`config.mk`:
```
export PLATFORM = sky130hd
export DESIGN_NAME = uart_irq_ident
export DESIGN_NICKNAME = d
export VERILOG_FILES = /design/src/rtl/uart_irq_pkg.sv /design/src/rtl/uart_irq_trig.sv /design/src/rtl/uart_irq_thri.sv /design/src/rtl/uart_irq_prio.sv /design/src/rtl/uart_irq_ident.sv
export SDC_FILE = /design/constraint.sdc
export NUM_CORES = 1
export LEC_CHECK = 0
export ABC_AREA = 1
export BUFFER_PORTS_ARGS = -buffer_cell sky130_fd_sc_hd__buf_4
export CORE_UTILIZATION = 41
export DETAILED_ROUTE_END_ITERATION = 16
export PLACE_DENSITY = 0.82
export SYNTH_ARGS = -nofsm -noshare
export SYNTH_HDL_FRONTEND = slang
export SYNTH_SLANG_ARGS = --single-unit
```
`constraint.sdc`:
```
create_clock -name clk -period 2.9 [get_ports clk]
set_input_delay 0.145 -clock clk [delete_from_list [all_inputs] [get_ports clk]]
set_output_delay 0.145 -clock clk [all_outputs]
set_load 0.02 [all_outputs]
```
`src/rtl/uart_irq_pkg.sv`:
```
package uart_irq_pkg;
  localparam int IER_W = 4;
  localparam int NSRC  = 5;

  // enable bit positions (software-visible, fixed)
  localparam int IE_RXD = 0;
  localparam int IE_THR = 1;
  localparam int IE_LSR = 2;
  localparam int IE_MSR = 3;

  localparam logic [3:0] ID_NONE = 4'h1;

  // source index 0 is the highest priority
  localparam logic [3:0] SRC_ID [NSRC] = '{4'h6, 4'hC, 4'h4, 4'h2, 4'h0};
endpackage

```
`src/rtl/uart_irq_trig.sv`:
```
module uart_irq_trig #(
  parameter int CNT_W = 5,
  parameter int LVL0  = 1,
  parameter int LVL1  = 4,
  parameter int LVL2  = 8,
  parameter int LVL3  = 14
) (
  input  logic             fifo_en,
  input  logic [1:0]       sel,
  input  logic [CNT_W-1:0] count,
  input  logic             data_rdy,
  output logic             rx_ready
);
  localparam logic [CNT_W-1:0] LVL [4] = '{LVL0[CNT_W-1:0], LVL1[CNT_W-1:0],
                                           LVL2[CNT_W-1:0], LVL3[CNT_W-1:0]};
  logic [CNT_W-1:0] level;
  logic             at_level;

  always_comb begin
    level    = LVL[sel];
    at_level = (count >= level);
    rx_ready = data_rdy && (!fifo_en || at_level);
  end
endmodule

```
`src/rtl/uart_irq_thri.sv`:
```
module uart_irq_thri
  import uart_irq_pkg::*;
(
  input  logic             clk,
  input  logic             rst_n,
  input  logic             ier_wr,
  input  logic [7:0]       ier_wdata,
  input  logic             iir_rd,
  input  logic             thr_wr,
  input  logic             thre_set,
  input  logic             thre_lvl,
  output logic [IER_W-1:0] ier_d,
  output logic [IER_W-1:0] ier_q,
  output logic             pend_d,
  output logic             pend_q
);
  logic arm;
  logic disarm;

  always_comb begin
    ier_d  = ier_wr ? ier_wdata[IER_W-1:0] : ier_q;
    arm    = thre_set || (ier_wr && thre_lvl);
    disarm = iir_rd || thr_wr;
    pend_d = pend_q;
    if (arm)
      pend_d = 1'b1;
    else if (disarm)
      pend_d = 1'b0;
  end

  always_ff @(posedge clk or negedge rst_n) begin
    if (!rst_n) begin
      ier_q  <= '0;
      pend_q <= 1'b0;
    end else begin
      if (ier_wr)
        ier_q <= ier_d;
      if (arm || disarm)
        pend_q <= pend_d;
    end
  end

  AST_IER_LOW_NIBBLE: assert property (@(posedge clk) disable iff (!rst_n)
    ier_wr |=> (ier_q == $past(ier_wdata[IER_W-1:0])));
  AST_THR_REARM: assert property (@(posedge clk) disable iff (!rst_n)
    (ier_wr && thre_lvl) |=> pend_q);
  AST_READ_CLEARS: assert property (@(posedge clk) disable iff (!rst_n)
    (iir_rd && !thre_set && !(ier_wr && thre_lvl)) |=> !pend_q);
endmodule

```
`src/rtl/uart_irq_prio.sv`:
```
module uart_irq_prio
  import uart_irq_pkg::*;
(
  input  logic [NSRC-1:0] src,
  output logic [3:0]      code
);
  always_comb begin
    code = ID_NONE;
    for (int i = NSRC - 1; i >= 0; i--) begin
      if (src[i])
        code = SRC_ID[i];
    end
  end
endmodule

```
`src/rtl/uart_irq_ident.sv`:
```
module uart_irq_ident
  import uart_irq_pkg::*;
#(
  parameter int FIFO_DEPTH = 16,
  parameter int CNT_W      = $clog2(FIFO_DEPTH + 1)
) (
  input  logic             clk,
  input  logic             rst_n,
  input  logic             ier_wr_i,
  input  logic [7:0]       ier_wdata_i,
  input  logic             iir_rd_i,
  input  logic             thr_wr_i,
  input  logic             thre_set_i,
  input  logic             thre_lvl_i,
  input  logic [4:0]       lsr_i,
  input  logic [CNT_W-1:0] rx_count_i,
  input  logic [1:0]       trig_sel_i,
  input  logic             fifo_en_i,
  input  logic             cto_pend_i,
  input  logic [3:0]       msr_delta_i,
  input  logic             out2_i,
  output logic [7:0]       iir_o,
  output logic             irq_o,
  output logic [IER_W-1:0] ier_o
);
  logic [IER_W-1:0] ier_d, ier_q;
  logic             pend_d, pend_q;
  logic             rx_ready;
  logic [NSRC-1:0]  src;
  logic [3:0]       code;
  logic [7:0]       iir_d, iir_q;
  logic             irq_d, irq_q;

  uart_irq_thri u_thri (
    .clk      (clk),
    .rst_n    (rst_n),
    .ier_wr   (ier_wr_i),
    .ier_wdata(ier_wdata_i),
    .iir_rd   (iir_rd_i),
    .thr_wr   (thr_wr_i),
    .thre_set (thre_set_i),
    .thre_lvl (thre_lvl_i),
    .ier_d    (ier_d),
    .ier_q    (ier_q),
    .pend_d   (pend_d),
    .pend_q   (pend_q)
  );

  uart_irq_trig #(.CNT_W(CNT_W)) u_trig (
    .fifo_en (fifo_en_i),
    .sel     (trig_sel_i),
    .count   (rx_count_i),
    .data_rdy(lsr_i[0]),
    .rx_ready(rx_ready)
  );

  always_comb begin
    src[0] = ier_d[IE_LSR] && (|lsr_i[4:1]);
    src[1] = ier_d[IE_RXD] && cto_pend_i;
    src[2] = ier_d[IE_RXD] && rx_ready;
    src[3] = ier_d[IE_THR] && pend_d;
    src[4] = ier_d[IE_MSR] && (|msr_delta_i);
  end

  uart_irq_prio u_prio (
    .src (src),
    .code(code)
  );

  always_comb begin
    iir_d = {{2{fifo_en_i}}, 2'b00, code};
    irq_d = out2_i && !code[0];
  end

  always_ff @(posedge clk or negedge rst_n) begin
    if (!rst_n) begin
      iir_q <= {4'h0, ID_NONE};
      irq_q <= 1'b0;
    end else begin
      iir_q <= iir_d;
      irq_q <= irq_d;
    end
  end

  assign iir_o = iir_q;
  assign irq_o = irq_q;
  assign ier_o = ier_q;

  AST_LSR_WINS: assert property (@(posedge clk) disable iff (!rst_n)
    (!ier_wr_i && ier_q[IE_LSR] && (|lsr_i[4:1])) |=> (iir_o[3:0] == 4'h6));
  AST_MSR_ENCODE: assert property (@(posedge clk) disable iff (!rst_n)
    (!ier_wr_i && ier_q == 4'b1000 && (|msr_delta_i)) |=> (iir_o[3:0] == 4'h0));
  AST_FIFO_TAG: assert property (@(posedge clk) disable iff (!rst_n)
    1'b1 |=> (iir_o[7:6] == {2{$past(fifo_en_i)}}) && (iir_o[5:4] == 2'b00));
  AST_IRQ_GATE: assert property (@(posedge clk) disable iff (!rst_n)
    1'b1 |=> (irq_o == ($past(out2_i) && !iir_o[0])));
  AST_IDLE_CODE: assert property (@(posedge clk) disable iff (!rst_n)
    (!ier_wr_i && ier_q == '0) |=> (iir_o[3:0] == 4'h1));
endmodule

```
Word-level counts from Yosys, hierarchy flattened
Index checks and enable logic that the tools add are counted.
Widths: inputs -> output; s select.
Word-level totals
  flip-flop bits (word level): 11
  bits of input ports: 34
  output and inout port bits: 13
  word-level logic and storage cells: 34
Cells by class
  order comparisons: 2
  muxes and demuxes: 11
  bitwise operators: 1
  reductions and logical operators: 16
Operators with widths (number)
  $mux 4: 3
  $bmux 5 s2: 1
  $mux 5: 2
  $logic_and 1x1->1: 8
  $reduce_or 4->1: 2
  $ge 5x5->1: 1
  $logic_or 1x1->1: 4
  $ge 3x3->1 const B: 1
  $mux 1: 3
  $mux 3: 1
  $not 2->3: 1
  $logic_not 1->1: 2
  $mux 2: 1

Logic depth before layout (Yosys ltp)
Gate-level depths: netlist (run 1).
  word-level depth: 13
  mapped depth: 12
  gate-level depth less buffers: 12

Hierarchy
Synthesis (run 1) repeated with hierarchy kept, for this count alone.
Unflattened totals
  cell total of the unflattened synthesis: 90
  area total of the unflattened synthesis: 649.4 um2
By module, submodules not included
  uart_irq_ident: instances 1, cells an instance 26, area each 240.2 um2, sequential area each 151.4 um2
  uart_irq_thri: instances 1, cells an instance 27, area each 226.5 um2, sequential area each 125.1 um2
  uart_irq_trig: instances 1, cells an instance 26, area each 133.9 um2, sequential area each 0.0 um2
  uart_irq_prio: instances 1, cells an instance 11, area each 48.8 um2, sequential area each 0.0 um2

Least setup slack after synthesis (run 1)
No wires, ideal clock.
  path type: input to register
  start: input trig_sel_i[1]
  end: register irq_q (netlist: irq_o)
  setup time: 0.113 ns
  arrival time: 0.976 ns
  slack: 1.812 ns
  stages on the path: 12
  path buffers: 0
  cells stage by stage: nor2_1 > ha_1 > inv_1 > nand2_1 > nand2_1 > nand2_1 > nand2_1 > nand2_1 > nand2_1 > nand4_2 > nand2_1 > inv_1
On the way
  longest elaborated chain between the ends: 13
RTL lines
  from (decl): RTL line uart_irq_ident.sv:17  | input logic [1:0] trig_sel_i,
  $not 2->3 (not written as such): RTL line uart_irq_trig.sv:20  | level = LVL[sel];
  $bmux 5 s2: RTL line uart_irq_trig.sv:20
  $mux 5 (not written as such) (2 in series): RTL line uart_irq_trig.sv:20
  $ge 5x5->1: RTL line uart_irq_trig.sv:21  | at_level = (count >= level);
  $logic_or 1x1->1: RTL line uart_irq_trig.sv:22  | rx_ready = data_rdy && (!fifo_en || at_level);
  $logic_and 1x1->1: RTL line uart_irq_trig.sv:22
  $logic_and 1x1->1: RTL line uart_irq_ident.sv:60  | src[2] = ier_d[IE_RXD] && rx_ready;
  $mux 3: RTL line uart_irq_prio.sv:10  | if (src[i])
  $mux 4 (2 in series): RTL line uart_irq_prio.sv:10
  $logic_not 1->1: RTL line uart_irq_ident.sv:72  | irq_d = out2_i && !code[0];
  $logic_and 1x1->1: RTL line uart_irq_ident.sv:72
  named net irq_d: RTL line uart_irq_ident.sv:32  | logic irq_d, irq_q;
  to (signal assigned): RTL line uart_irq_ident.sv:81  | irq_q <= irq_d;
  to (decl): RTL line uart_irq_ident.sv:32
The timed path passes the listed nets, and every way through them passes these cells. The select of a mux whose other input is x is not followed.
A chain may end at the register's enable or synchronous reset.

Worst setup path after layout (run 1)
  start: input fifo_en_i
  end: register irq_q (netlist: irq_o)
On the way
  longest elaborated chain between the ends: 9
RTL lines
  from (decl): RTL line uart_irq_ident.sv:18  | input logic fifo_en_i,
  $logic_not 1->1: RTL line uart_irq_trig.sv:22
  $logic_or 1x1->1: RTL line uart_irq_trig.sv:22
  $logic_and 1x1->1: RTL line uart_irq_trig.sv:22
  $logic_and 1x1->1: RTL line uart_irq_ident.sv:60
  $mux 3: RTL line uart_irq_prio.sv:10
  $mux 4 (2 in series): RTL line uart_irq_prio.sv:10
  $logic_not 1->1: RTL line uart_irq_ident.sv:72
  $logic_and 1x1->1: RTL line uart_irq_ident.sv:72
  named net irq_d: RTL line uart_irq_ident.sv:32
The timed path passes the listed nets, and every way through them passes these cells.

==> results.rst, run 1 <==
.. list-table::
   :header-rows: 1

   * - Metric
     - Value
   * - Result of the run
     - complete, no violations
   * - Post-detailed-routing wire length
     - 1330 um
   * - Final setup slack of the worst path
     - 1.76 ns
   * - Depth of the worst hold-timing path
     - 3
   * - First element of the critical path
     - fifo_en_i
   * - Vias post-DR
     - 593
   * - Number of top-level pins
     - 47
   * - Post-Place Setup Slack
     - 1.57 ns
   * - Hold/Removal Path Class
     - primary input to register
   * - Largest fanout on the critical path
     - 3
   * - Clock latency at the later pin of the worst-skew pair
     - 0.27 ns
   * - Routed wire per std cell
     - 10.1 um
   * - Number of standard cells after synthesis
     - 73
   * - Clock tree from TritonCTS
     - done
   * - Area contributors post-synth
     - sky130_fd_sc_hd__dfrtp_1 (40%), sky130_fd_sc_hd__nand2_1 (12%), sky130_fd_sc_hd__ha_1 (8.0%), sky130_fd_sc_hd__inv_1 (7.2%), sky130_fd_sc_hd__dfstp_2 (4.2%)
   * - Number of resized instances in the post-cts repair step
     - 0
   * - Unrepaired setup endpoints after global routing
     - false
   * - Pre-antenna DRT Iters
     - 4
   * - Peak supply drop
     - 0.234 mV
   * - Count leader, synth
     - sky130_fd_sc_hd__nand2_1
   * - Reg2reg start
     - u_thri.ier_q[0]$_DFFE_PN0P_
   * - Post-synthesis async set-or-reset flop share
     - 100%
   * - Power density relative to cell area
     - 417 mW/mm2
   * - Synthesis warning total
     - 0
   * - Die Footprint
     - 0.00169 mm2
   * - Count of inserted antenna diode cells
     - 0
   * - Layout Area Growth over Synthesis
     - 53.5%
   * - Final TNS setup
     - 0 ns
   * - Half-perimeter wire length after detailed placement
     - 1100 um
   * - Worst Path Class, Setup
     - primary input to register
   * - Std-Cell Rows
     - 13
   * - Layout cell share with drive strength beyond 1
     - 45.7%
   * - Kind of start point of the critical path
     - primary input
   * - Number of setup violations in the final report
     - 0
   * - Chip width
     - 41.1 um
   * - Setup Skew
     - 0.00631 ns
   * - Pin count of the biggest net entering global routing
     - 12
   * - Number of sinks on the clock net
     - 11
   * - Total standard cell area after synthesis
     - 627 um2
   * - Sequential cell area fraction in the yosys report
     - 44.1%
   * - Element type at the critical path end
     - register
   * - Post-layout total power
     - 0.401 mW
   * - Post-synth top area share
     - 39.9%
   * - Post-layout minimum cycle time
     - 1.14 ns
   * - GRT Residual Overflow
     - 0
   * - Cell chosen for the clock root
     - sky130_fd_sc_hd__clkbuf_4
   * - Starting utilization of the core area
     - 45.9%
   * - Via count of the first global-routing pass
     - 500
   * - Number of antenna violations at the first check in global routing
     - 0
   * - Distinct cell type count of the synthesized netlist
     - 19
   * - Worst min-delay path startpoint
     - out2_i
   * - Dominant register cell in the synthesized netlist
     - sky130_fd_sc_hd__dfrtp_1
   * - Leak
     - 0.552 nW
   * - Via density per instance
     - 4.53
   * - Vertical extent of the die
     - 41.1 um
   * - I/O Buffers
     - 40
   * - Clock-pin transition on the worst setup and hold timing paths
     - 0.07 ns
   * - Htree depth
     - 1
   * - Post-route core utilization
     - 70.4%
   * - Register bit total from synthesis
     - 11
   * - Most numerous cell types in the synthesized netlist
     - sky130_fd_sc_hd__nand2_1 (20), sky130_fd_sc_hd__inv_1 (12), sky130_fd_sc_hd__dfrtp_1 (10), sky130_fd_sc_hd__nor2_1 (6), sky130_fd_sc_hd__ha_1 (4)
   * - Number of pins with negative max-slew slack in the final report
     - 0
   * - Global-route wire length before repair
     - 1930 um
   * - Synthesized area per cell
     - 8.59 um2
   * - Top achievable clock speed
     - 0.876 GHz
   * - Worst slack on hold paths
     - 0.0593 ns
   * - Core Area
     - 0.00137 mm2
   * - Area leader, netlist
     - sky130_fd_sc_hd__dfrtp_1
   * - Required @ worst endpoint
     - 3.07 ns
   * - Count of unresolved DRC violations after routing
     - 0
   * - Post-detailed-route count of antenna-violating nets
     - 0
   * - Number of DRC violations after detailed-routing iteration 0
     - 4
   * - Reg2reg path depth
     - 5
   * - Number of synthesized flops with an enable pin
     - 0
   * - Num CTS Buffers
     - 3
   * - Number of max-cap violations
     - 0
   * - GRT Total Usage
     - 18.0%
   * - Gp weighted congestion
     - 0.673
   * - Share of the clock period used by the worst path after layout
     - 39.4%
   * - Critical path data arrival time
     - 1.31 ns
   * - Final hold vios
     - 0
   * - Layout Nets
     - 155
   * - Worst-case clock buffer depth
     - 2
==> stage by stage <==
| step | instance area (um2) | instances |
|---|---|---|
| after floorplan | 631 | 74 |
| after global placement | 916 | 125 |
| after detailed placement | 916 | 125 |
| after CTS | 962 | 131 |
| after global routing | 962 | 131 |
| final | 962 | 131 |
==> placed cells by master (no fill, tap or decap) <==
master,synthesis,routed
sky130_fd_sc_hd__clkbuf_4,0,3
sky130_fd_sc_hd__buf_4,3,40
sky130_fd_sc_hd__dfrtp_1,10,10
sky130_fd_sc_hd__o21ai_2,3,3
sky130_fd_sc_hd__dfstp_2,1,1
sky130_fd_sc_hd__o21ai_1,1,1
sky130_fd_sc_hd__o21a_2,1,1
sky130_fd_sc_hd__nand4_2,1,1
sky130_fd_sc_hd__nor2_1,6,6
sky130_fd_sc_hd__nor3b_1,1,1
sky130_fd_sc_hd__inv_1,12,12
sky130_fd_sc_hd__a21oi_1,2,2
sky130_fd_sc_hd__o211a_1,1,1
sky130_fd_sc_hd__dlygate4sd3_1,0,2
sky130_fd_sc_hd__a21oi_4,1,1
sky130_fd_sc_hd__conb_1,1,2
sky130_fd_sc_hd__clkbuf_1,0,1
sky130_fd_sc_hd__nand2_1,20,20
sky130_fd_sc_hd__nand3_1,1,1
sky130_fd_sc_hd__nand2_2,3,3
sky130_fd_sc_hd__ha_1,4,4
==> sequential cells by signal, indices dropped and copies added, names as in the netlist <==
| signal | cells |
|---|---|
| irq_o | 1 |
| u_thri.pend_q | 1 |
| u_thri.ier_q | 4 |
| iir_o | 5 |
==> critical path: stages <==
cell and delay (ns):
sky130_fd_sc_hd__dlygate4sd3_1 0.52, sky130_fd_sc_hd__buf_4 0.10, sky130_fd_sc_hd__nor3b_1 0.16, sky130_fd_sc_hd__nand2_1 0.07, sky130_fd_sc_hd__nand2_1 0.11, sky130_fd_sc_hd__nand4_2 0.09, sky130_fd_sc_hd__nand2_1 0.07, sky130_fd_sc_hd__inv_1 0.03
==> layout make-up <==
class	instances	area, um2
Sequential cell	11	277
Tap cell	15	18.8
Timing Repair Buffer	42	320
Multi-Input combinational cell	47	275
Inverter	12	45.0
Fill cell	120	404
Clock buffer	4	26.3
==> per-layer routing <==
layer  track usage [%]  up-vias  part of all wire [%]
li1                  -      306                     -
met1              17.5      261                    37
met2              34.4       24                    54
met3              3.80        2                   6.7
met4              9.68        0                   1.5
met5                 0        -                     0
==> path summary, 6_finish.rpt <==
path	endpoint	slack, ns
max in group asynchronous	iir_o[0]$_DFF_PN1_	2.42
setup reg to reg	irq_o$_DFF_PN0_	1.86
hold / removal	irq_o$_DFF_PN0_	0.06
min in group asynchronous	iir_o[2]$_DFF_PN0_	0.25
hold reg to reg	u_thri.pend_q$_DFFE_PN0P_	0.50
setup / recovery	irq_o$_DFF_PN0_	1.76
==> power by group <==
part	total (mW)	internal [mW]	switching, mW
registers	0.174	0.168	0.00562
clock network	0.105	0.0532	0.0517
logic	0.123	0.0614	0.0614
total	0.401	0.283	0.119
==> cells by family after synthesis <==
family          Yosys count  synth area share (%)
simple gates             32                  22.6
buf+inv                  16                  12.6
flops                    11                  44.1
compound gates            9                  12.2
fa+ha+maj                 4                  7.98
other cells               1                 0.598
==> repair_timing <==
action                                 CTS  global route
endpoints found under the hold margin   12             0
setup endpoints to repair                0             0
setup buffers                            0             0
hold buffers                             2             0
Power figures use the tool's default switching activity.
==> inputs of run 2 (changes only) <==
--- a/config.mk
+++ b/config.mk
@@ -7,9 +7,9 @@
 export LEC_CHECK = 0
 export ABC_AREA = 1
 export BUFFER_PORTS_ARGS = -buffer_cell sky130_fd_sc_hd__buf_4
-export CORE_UTILIZATION = 41
+export CORE_UTILIZATION = 34
 export DETAILED_ROUTE_END_ITERATION = 16
-export PLACE_DENSITY = 0.82
+export PLACE_DENSITY = 0.72
 export SYNTH_ARGS = -nofsm -noshare
 export SYNTH_HDL_FRONTEND = slang
 export SYNTH_SLANG_ARGS = --single-unit
==> constraint.sdc (replaced) <==
create_clock -name clk -period 1 [get_ports clk]
set_input_delay 0.05 -clock clk [delete_from_list [all_inputs] [get_ports clk]]
set_output_delay 0.05 -clock clk [all_outputs]
set_load 0.02 [all_outputs]
==> run 2 against run 1 <==
  * The run now ends with hold timing, setup timing left
  * Worst hold slack worse by 0.063 ns
  * Register-to-register slack worse by 1.9 ns
  * Sequential cell count is the same
  * Critical endpoint unchanged
  * Clock skew fell by 0.0058 ns
  * Via count rose by 5.4%
  * Sequential power increased to 2.9 times the previous value
  * Clock-buffer cell count stayed put
  * Clock power grew to 2.9 times the previous value
  * Critical path depth down 3
  * Utilization shrank 10 points
==> results.rst, run 2 (synthesized netlist as in run 1, its figures left out) <==
.. list-table::
   :header-rows: 1

   * - Metric
     - Value
   * - Number of max-cap violations
     - 0 (unchanged)
   * - Number of pins with negative max-slew slack in the final report
     - 0 (unchanged)
   * - Die Footprint
     - 0.00202 mm2 (was 0.00169 mm2)
   * - Post-route core utilization
     - 60.2% (was 70.4%)
   * - Clock latency at the later pin of the worst-skew pair
     - 0.27 ns (about the same)
   * - Hold/Removal Path Class
     - primary input to register (unchanged)
   * - Met2 WL
     - 812 um (was 720 um)
   * - Core Area
     - 0.00173 mm2 (was 0.00137 mm2)
   * - Result of the run
     - finished with violations (was complete, no violations)
   * - Pre-antenna DRT Iters
     - 3 (was 4)
   * - Worst min-delay path startpoint
     - thre_set_i (was out2_i)
   * - Cell chosen for the clock root
     - sky130_fd_sc_hd__clkbuf_4 (unchanged)
   * - Kind of start point of the critical path
     - register (was primary input)
   * - Routed wire per std cell
     - 10.3 um (was 10.1 um)
   * - Commonest non-fill, non-tap cell in the layout
     - sky130_fd_sc_hd__buf_4 (unchanged)
   * - First element of the critical path
     - u_thri.ier_q[0]$_DFFE_PN0P_ (was fifo_en_i)
   * - Via density per instance
     - 4.31 (was 4.53)
   * - Top achievable clock speed
     - 0.949 GHz
   * - Number of setup violations in the final report
     - 3 (was 0)
   * - Unrepaired setup endpoints after global routing
     - true (was false)
   * - Number of top-level pins
     - 47 (unchanged)
   * - Leak
     - 0.574 nW (was 0.552 nW)
   * - GRT Residual Overflow
     - 0 (unchanged)
   * - Half-perimeter wire length after detailed placement
     - 1150 um (was 1100 um)
   * - Count of inserted antenna diode cells
     - 0 (unchanged)
   * - Reg2reg start
     - u_thri.ier_q[0]$_DFFE_PN0P_ (unchanged)
   * - Max FFs per register
     - 5 (unchanged)
   * - Chip width
     - 44.9 um (was 41.1 um)
   * - Layout Nets
     - 159 (was 155)
   * - GRT Total Usage
     - 15.5% (was 18.0%)
   * - Htree depth
     - 1 (unchanged)
   * - Clock tree from TritonCTS
     - done (unchanged)
   * - Fillers
     - 168 (was 120)
   * - Share of the clock period used by the worst path after layout
     - 105%
   * - I/O Buffers
     - 40 (unchanged)
   * - Clock-pin transition on the worst setup and hold timing paths
     - 0.07 ns (about the same)
   * - Number of DRC violations after detailed-routing iteration 0
     - 4 (unchanged)
   * - Gp weighted congestion
     - 0.692 (was 0.673)
   * - Final hold vios
     - 1 (was 0)
   * - Largest fanout on the critical path
     - 3 (unchanged)
   * - Met1 wire length
     - 550 um (was 495 um)
   * - Highest metal used
     - met4 (unchanged)
   * - Power density relative to cell area
     - 1170 mW/mm2 (was 417 mW/mm2)
   * - Pin count of the biggest net entering global routing
     - 12 (unchanged)
   * - Post-Place Setup Slack
     - -0.200 ns (was 1.57 ns)
   * - Post-layout minimum cycle time
     - 1.05 ns
   * - Number of antenna violations at the first check in global routing
     - 0 (unchanged)
   * - Starting utilization of the core area
     - 36.3% (was 45.9%)
   * - Post-detailed-route count of antenna-violating nets
     - 0 (unchanged)
   * - Final setup slack of the worst path
     - -0.0537 ns (was 1.76 ns)
   * - Vias post-DR
     - 625 (was 593)
   * - Worst Path Class, Setup
     - register to register (was primary input to register)
   * - Layout Area Growth over Synthesis
     - 65.9% (was 53.5%)
   * - Worst-case clock buffer depth
     - 2 (unchanged)
   * - Setup Skew
     - 0.000496 ns (was 0.00631 ns)
   * - Commonest non-fill, non-tap cells in the layout
     - sky130_fd_sc_hd__buf_4 (42), sky130_fd_sc_hd__nand2_1 (18), sky130_fd_sc_hd__inv_1 (11), sky130_fd_sc_hd__dfrtp_1 (9), sky130_fd_sc_hd__nor2_1 (5) (was sky130_fd_sc_hd__buf_4 (40), sky130_fd_sc_hd__nand2_1 (20), sky130_fd_sc_hd__inv_1 (12), sky130_fd_sc_hd__dfrtp_1 (10), sky130_fd_sc_hd__nor2_1 (6))
   * - Num CTS Buffers
     - 3 (unchanged)
   * - Critical path data arrival time
     - 1.22 ns (was 1.31 ns)
   * - Failing checks
     - hold timing, setup timing
   * - Peak supply drop
     - 0.528 mV (was 0.234 mV)
   * - Worst slack on hold paths
     - -0.00414 ns (was 0.0593 ns)
   * - Std-Cell Rows
     - 15 (was 13)
   * - Total length of routed met3 wires
     - 120 um (was 89 um)
   * - Count of unresolved DRC violations after routing
     - 0 (unchanged)
   * - Global-route wire length before repair
     - 2190 um (was 1930 um)
   * - Post-detailed-routing wire length
     - 1500 um (was 1330 um)
   * - Number of sinks on the clock net
     - 11 (unchanged)
   * - Vertical extent of the die
     - 44.9 um (was 41.1 um)
   * - Layout cell share with drive strength beyond 1
     - 50.8% (was 45.7%)
   * - Hold_buf cts
     - 3 (was 2)
   * - Element type at the critical path end
     - register (unchanged)
   * - Via count of the first global-routing pass
     - 561 (was 500)
   * - Required @ worst endpoint
     - 1.17 ns (was 3.07 ns)
## run 2: critical path, cell delays in order, from the launching register on
cell and delay [ns]:
sky130_fd_sc_hd__dfrtp_2 0.43, sky130_fd_sc_hd__o211a_1 0.22, sky130_fd_sc_hd__nand2_2 0.11, sky130_fd_sc_hd__nand4_4 0.09
sky130_fd_sc_hd__nand2_1 0.08, sky130_fd_sc_hd__inv_1 0.03
## run 2: final cells by class
type	instances	area, um2	share of cell area (%)
sequential	11	278	26.7
clock buffer	4	26.3	2.53
timing repair buffer	46	357	34.3
inverter	12	45.0	4.33
tap	25	31.3	3.01
multi-input combinational	47	303	29.1
## run 2: worst paths after layout
kind | endpoint | slack [ns] | depth (start not counted)
max | irq_o$_DFF_PN0_ | -0.05 | 5
min | u_thri.pend_q$_DFFE_PN0P_ | -0.004 | 3
max reg2reg | irq_o$_DFF_PN0_ | -0.05 | 5
min reg2reg | u_thri.pend_q$_DFFE_PN0P_ | 0.50 | 2
max in group asynchronous | iir_o[0]$_DFF_PN1_ | 0.62 | 2
min in group asynchronous | iir_o[1]$_DFF_PN0_ | 0.16 | 2
## run 2: timing repair
action                     4_1_cts  5_1_grt
pin swaps                        4        3
hold endpoints to repair        15        1
resized for setup                1        6
setup endpoints to repair        2        6
buffers inserted                 1        0
## run 2: metal layers
layer	vias to the layer above	global-route usage, %
met1	276	14.9
li1	314	-
met4	0	9.09
met3	2	5.20
met5	-	0
met2	33	28.4
## run 2: metrics by stage
step / power, mW / cells / TNS (ns) / hold slack (ns) / cell area, um2
detailed placement: 0.880 / 137 / -0.525 / -0.110 / 947
global route: 1.28 / 145 / -0.219 / -0.00994 / 1040
global placement: 0.869 / 137 / -0.355 / -0.112 / 947
floorplan: 0.698 / 74 / -0.0383 / -0.246 / 634
CTS: 1.20 / 145 / -0.0317 / -0.00460 / 1010
finish: 1.21 / 145 / -0.0891 / -0.00414 / 1040
## run 2: power breakdown
| part | total [mW] | switching, mW | internal (mW) |
|---|---|---|---|
| clock network | 0.307 | 0.152 | 0.154 |
| logic | 0.402 | 0.198 | 0.204 |
| registers | 0.505 | 0.0176 | 0.488 |
==> inputs of run 3 (changes only) <==
--- a/config.mk
+++ b/config.mk
@@ -5,11 +5,14 @@
 export SDC_FILE = /design/constraint.sdc
 export NUM_CORES = 1
 export LEC_CHECK = 0
-export ABC_AREA = 1
 export BUFFER_PORTS_ARGS = -buffer_cell sky130_fd_sc_hd__buf_4
-export CORE_UTILIZATION = 34
+export CELL_PAD_IN_SITES_DETAIL_PLACEMENT = 1
+export CELL_PAD_IN_SITES_GLOBAL_PLACEMENT = 2
+export CORE_ASPECT_RATIO = 1.75
+export CORE_MARGIN = 5
+export CORE_UTILIZATION = 18
 export DETAILED_ROUTE_END_ITERATION = 16
-export PLACE_DENSITY = 0.72
+export PLACE_DENSITY_LB_ADDON = 0.1
 export SYNTH_ARGS = -nofsm -noshare
 export SYNTH_HDL_FRONTEND = slang
 export SYNTH_SLANG_ARGS = --single-unit
==> run 3 against run 2 <==
  * The run ends with setup timing left
  * Critical path type unchanged
  * Sequential share of layout area down 1.3 points
  * Register-to-register slack worse by 0.19 ns
  * Largest power group unchanged
  * Worst setup slack worse by 0.19 ns
  * Critical path depth down 2
==> results.rst, run 3 <==
.. list-table::
   :header-rows: 1

   * - Metric
     - Value
   * - Synthesized area per cell
     - 11.8 um2 (was 8.59 um2)
   * - Post-synthesis async set-or-reset flop share
     - 100% (unchanged)
   * - Worst Path Class, Setup
     - register to register (unchanged)
   * - Kind of start point of the critical path
     - register (unchanged)
   * - Register bit total from synthesis
     - 11 (unchanged)
   * - Via count of the first global-routing pass
     - 685 (was 561)
   * - Layout cell share with drive strength beyond 1
     - 72.4% (was 50.8%)
   * - Count of inserted antenna diode cells
     - 0 (unchanged)
   * - Post-route core utilization
     - 36.1% (was 60.2%)
   * - Number of setup violations in the final report
     - 5 (was 3)
   * - Peak supply drop
     - 0.468 mV (was 0.528 mV)
   * - Count of unresolved DRC violations after routing
     - 0 (unchanged)
   * - GRT Residual Overflow
     - 0 (unchanged)
   * - Commonest non-fill, non-tap cells in the layout
     - sky130_fd_sc_hd__buf_4 (46), sky130_fd_sc_hd__dfrtp_1 (6), sky130_fd_sc_hd__dfrtp_2 (4) (was sky130_fd_sc_hd__buf_4 (42), sky130_fd_sc_hd__nand2_1 (18), sky130_fd_sc_hd__inv_1 (11), sky130_fd_sc_hd__dfrtp_1 (9), sky130_fd_sc_hd__nor2_1 (5))
   * - Number of DRC violations after detailed-routing iteration 0
     - 3 (was 4)
   * - Share of the clock period used by the worst path after layout
     - 124% (was 105%)
   * - Power density relative to cell area
     - 1250 mW/mm2 (was 1170 mW/mm2)
   * - Via density per instance
     - 3.98 (was 4.31)
   * - Worst slack on hold paths
     - 0.0162 ns (was -0.00414 ns)
   * - Area leader, netlist
     - sky130_fd_sc_hd__dfrtp_1 (unchanged)
   * - Post-layout total power
     - 1.39 mW (was 1.21 mW)
   * - Worst-case clock buffer depth
     - 2 (unchanged)
   * - Synthesis warning total
     - 0 (unchanged)
   * - Reg2reg path depth
     - 3 (was 5)
   * - I/O Buffers
     - 40 (unchanged)
   * - Placed Instance Area
     - 987 um2 (was 947 um2)
   * - Element type at the critical path end
     - register (unchanged)
   * - Std-Cell Rows
     - 27 (was 15)
   * - Capture endpoint of the worst hold path
     - iir_o[6]$_DFF_PN0_ (was u_thri.pend_q$_DFFE_PN0P_)
   * - Number of standard cells after synthesis
     - 48 (was 73)
   * - Post-Place Setup Slack
     - -0.463 ns (was -0.200 ns)
   * - Result of the run
     - finished with violations (unchanged)
   * - Vertical extent of the die
     - 84.2 um (was 44.9 um)
   * - Pin count of the biggest net entering global routing
     - 12 (unchanged)
   * - Unrepaired setup endpoints after global routing
     - true (unchanged)
   * - Final TNS setup
     - -0.842 ns (was -0.0891 ns)
   * - Depth of the worst hold-timing path
     - 2 (was 3)
   * - Gp weighted congestion
     - 0.593 (was 0.692)
   * - Final setup slack of the worst path
     - -0.240 ns (was -0.0537 ns)
   * - Failing checks
     - setup timing (was hold timing, setup timing)
   * - Starting utilization of the core area
     - 18.4% (was 36.3%)
   * - Final hold vios
     - 0 (was 1)
   * - Total standard cell area after synthesis
     - 566 um2 (was 627 um2)
   * - Layout Area Growth over Synthesis
     - 96.2% (was 65.9%)
   * - Number of pins with negative max-slew slack in the final report
     - 0 (unchanged)
   * - Area contributors post-synth
     - sky130_fd_sc_hd__dfrtp_1 (44%), sky130_fd_sc_hd__ha_1 (8.8%), sky130_fd_sc_hd__mux2_2 (8.0%), sky130_fd_sc_hd__dfstp_2 (4.6%), sky130_fd_sc_hd__buf_4 (4.0%) (was sky130_fd_sc_hd__dfrtp_1 (40%), sky130_fd_sc_hd__nand2_1 (12%), sky130_fd_sc_hd__ha_1 (8.0%), sky130_fd_sc_hd__inv_1 (7.2%), sky130_fd_sc_hd__dfstp_2 (4.2%))
   * - Number of sinks on the clock net
     - 11 (unchanged)
   * - Chip width
     - 52.4 um (was 44.9 um)
   * - Terminus of the critical flop-to-flop path
     - irq_o$_DFF_PN0_ (unchanged)
   * - Clock tree from TritonCTS
     - done (unchanged)
   * - Routed wire per std cell
     - 12.6 um (was 10.3 um)
   * - GRT Total Usage
     - 8.84% (was 15.5%)
   * - Distinct cell type count of the synthesized netlist
     - 22 (was 19)
   * - Post-Layout Cell Count
     - 141 (was 145)
   * - Clock-pin transition on the worst setup and hold timing paths
     - 0.05 ns (was 0.07 ns)
   * - Cell chosen for the clock root
     - sky130_fd_sc_hd__clkbuf_8 (was sky130_fd_sc_hd__clkbuf_4)
   * - Largest fanout on the critical path
     - 3 (unchanged)
   * - Post-detailed-routing wire length
     - 1770 um (was 1500 um)
   * - Setup Skew
     - 0.00206 ns (was 0.000496 ns)
   * - Half-perimeter wire length after detailed placement
     - 1500 um (was 1150 um)
   * - Required @ worst endpoint
     - 1.11 ns (was 1.17 ns)
   * - Most numerous cell types in the synthesized netlist
     - sky130_fd_sc_hd__dfrtp_1 (10), sky130_fd_sc_hd__ha_1 (4), sky130_fd_sc_hd__mux2_2 (4) (was sky130_fd_sc_hd__nand2_1 (20), sky130_fd_sc_hd__inv_1 (12), sky130_fd_sc_hd__dfrtp_1 (10), sky130_fd_sc_hd__nor2_1 (6), sky130_fd_sc_hd__ha_1 (4))
   * - Sequential cell area fraction in the yosys report
     - 48.9% (was 44.1%)
   * - Max FFs per register
     - 5 (unchanged)
   * - Layout Nets
     - 137 (was 159)
   * - Critical path data arrival time
     - 1.35 ns (was 1.22 ns)
   * - Count leader, synth
     - sky130_fd_sc_hd__dfrtp_1 (was sky130_fd_sc_hd__nand2_1)
   * - R2R Setup Slk
     - -0.24 ns (was -0.05 ns)
   * - Vias post-DR
     - 561 (was 625)
   * - Number of antenna violations at the first check in global routing
     - 0 (unchanged)
   * - Number of synthesized flops with an enable pin
     - 0 (unchanged)
   * - Post-layout minimum cycle time
     - 1.24 ns (was 1.05 ns)
   * - Die Footprint
     - 0.00441 mm2 (was 0.00202 mm2)
   * - Post-detailed-route count of antenna-violating nets
     - 0 (unchanged)
   * - Commonest non-fill, non-tap cell in the layout
     - sky130_fd_sc_hd__buf_4 (unchanged)
   * - DP Cell Count
     - 135 (was 137)
   * - Hold/Removal Path Class
     - primary input to register (unchanged)
   * - Worst min-delay path startpoint
     - fifo_en_i (was thre_set_i)
   * - Clock latency at the later pin of the worst-skew pair
     - 0.23 ns (was 0.27 ns)
   * - Number of top-level pins
     - 47 (unchanged)
   * - Post-synth top area share
     - 44.2% (was 39.9%)
   * - Global-route wire length before repair
     - 2910 um (was 2190 um)
   * - Number of max-cap violations
     - 0 (unchanged)
   * - Num CTS Buffers
     - 3 (unchanged)
   * - Htree depth
     - 1 (unchanged)
   * - Core Area
     - 0.00307 mm2 (was 0.00173 mm2)
   * - Dominant register cell in the synthesized netlist
     - sky130_fd_sc_hd__dfrtp_1 (unchanged)
   * - Pre-antenna DRT Iters
     - 2 (was 3)
   * - Final design area excluding fillers
     - 0.00111 mm2 (was 0.00104 mm2)
   * - Top achievable clock speed
     - 0.807 GHz (was 0.949 GHz)
   * - Reg2reg start
     - u_thri.ier_q[2]$_DFFE_PN0P_ (was u_thri.ier_q[0]$_DFFE_PN0P_)
   * - Leak
     - 0.535 nW (was 0.574 nW)
[run 3: cell count changes in the layout (fill, tap and decap cells not counted), sizes merged, moves of 3 or more]
cell / before / now
nand2: 23 / 2
nor2: 6 / 3
inv: 12 / 3
buf: 43 / 47
mux2: 0 / 4
[run 3: repair_timing]
action	in CTS	in global routing
pin swaps	5	1
endpoints found under the hold margin	11	0
hold buffers	1	0
gates resized for setup	9	3
endpoints found under the setup margin	5	5
buffers inserted	1	0
[run 3: metal layers]
layer / track usage, % / vias to the layer above / part of all wire, %
met5: 0 / - / 0
met4: 4.88 / 0 / 0.96
met3: 2.84 / 2 / 13
met2: 15.4 / 32 / 53
met1: 8.81 / 258 / 33
li1: - / 269 / -
[run 3: how the worst max path moves through the flow]
stage / start / endpoint / slack (ns) / cells past startpoint
after global routing: u_thri.ier_q[2]$_DFFE_PN0P_ / irq_o$_DFF_PN0_ / -0.28 / 3
after CTS: u_thri.ier_q[2]$_DFFE_PN0P_ / irq_o$_DFF_PN0_ / -0.24 / 3
final: u_thri.ier_q[2]$_DFFE_PN0P_ / irq_o$_DFF_PN0_ / -0.24 / 3
after floorplan: trig_sel_i[1] / irq_o$_DFF_PN0_ / -0.26 / 6
after global placement: trig_sel_i[1] / irq_o$_DFF_PN0_ / -0.45 / 7
after detailed placement: trig_sel_i[1] / irq_o$_DFF_PN0_ / -0.46 / 7
[run 3: cells by family (layout without fill, tap and decap cells)]
kind of cell / after synthesis / in the layout / share of synthesized area [%]
AO/OA/AOI/OAI: 11 / 11 / 16.1
AND/OR/NAND/NOR: 11 / 11 / 11.5
other: 1 / 2 / 0.663
flip-flops: 11 / 11 / 48.9
buffers and inverters: 6 / 55 / 5.97
multiplexers: 4 / 4 / 7.96
adder cells (fa/ha/maj): 4 / 4 / 8.85
[run 3: where the power goes]
part	internal [mW]	switching (mW)
registers	0.494	0.0165
clock network	0.279	0.151
logic	0.244	0.202
[run 3: critical path: stages (launching register included)]
cell and delay [ns]:
sky130_fd_sc_hd__dfrtp_2 0.39, sky130_fd_sc_hd__mux2_4 0.28, sky130_fd_sc_hd__o41a_1 0.15, sky130_fd_sc_hd__o31a_1 0.31
[run 3: cell type report]
cell class,instances,area [um2]
clock buffer,4,45.0
fill,358,1960
inverter,3,23.8
multi-input combinational,32,335
sequential,11,282
tap,43,53.8
timing repair buffer,48,370
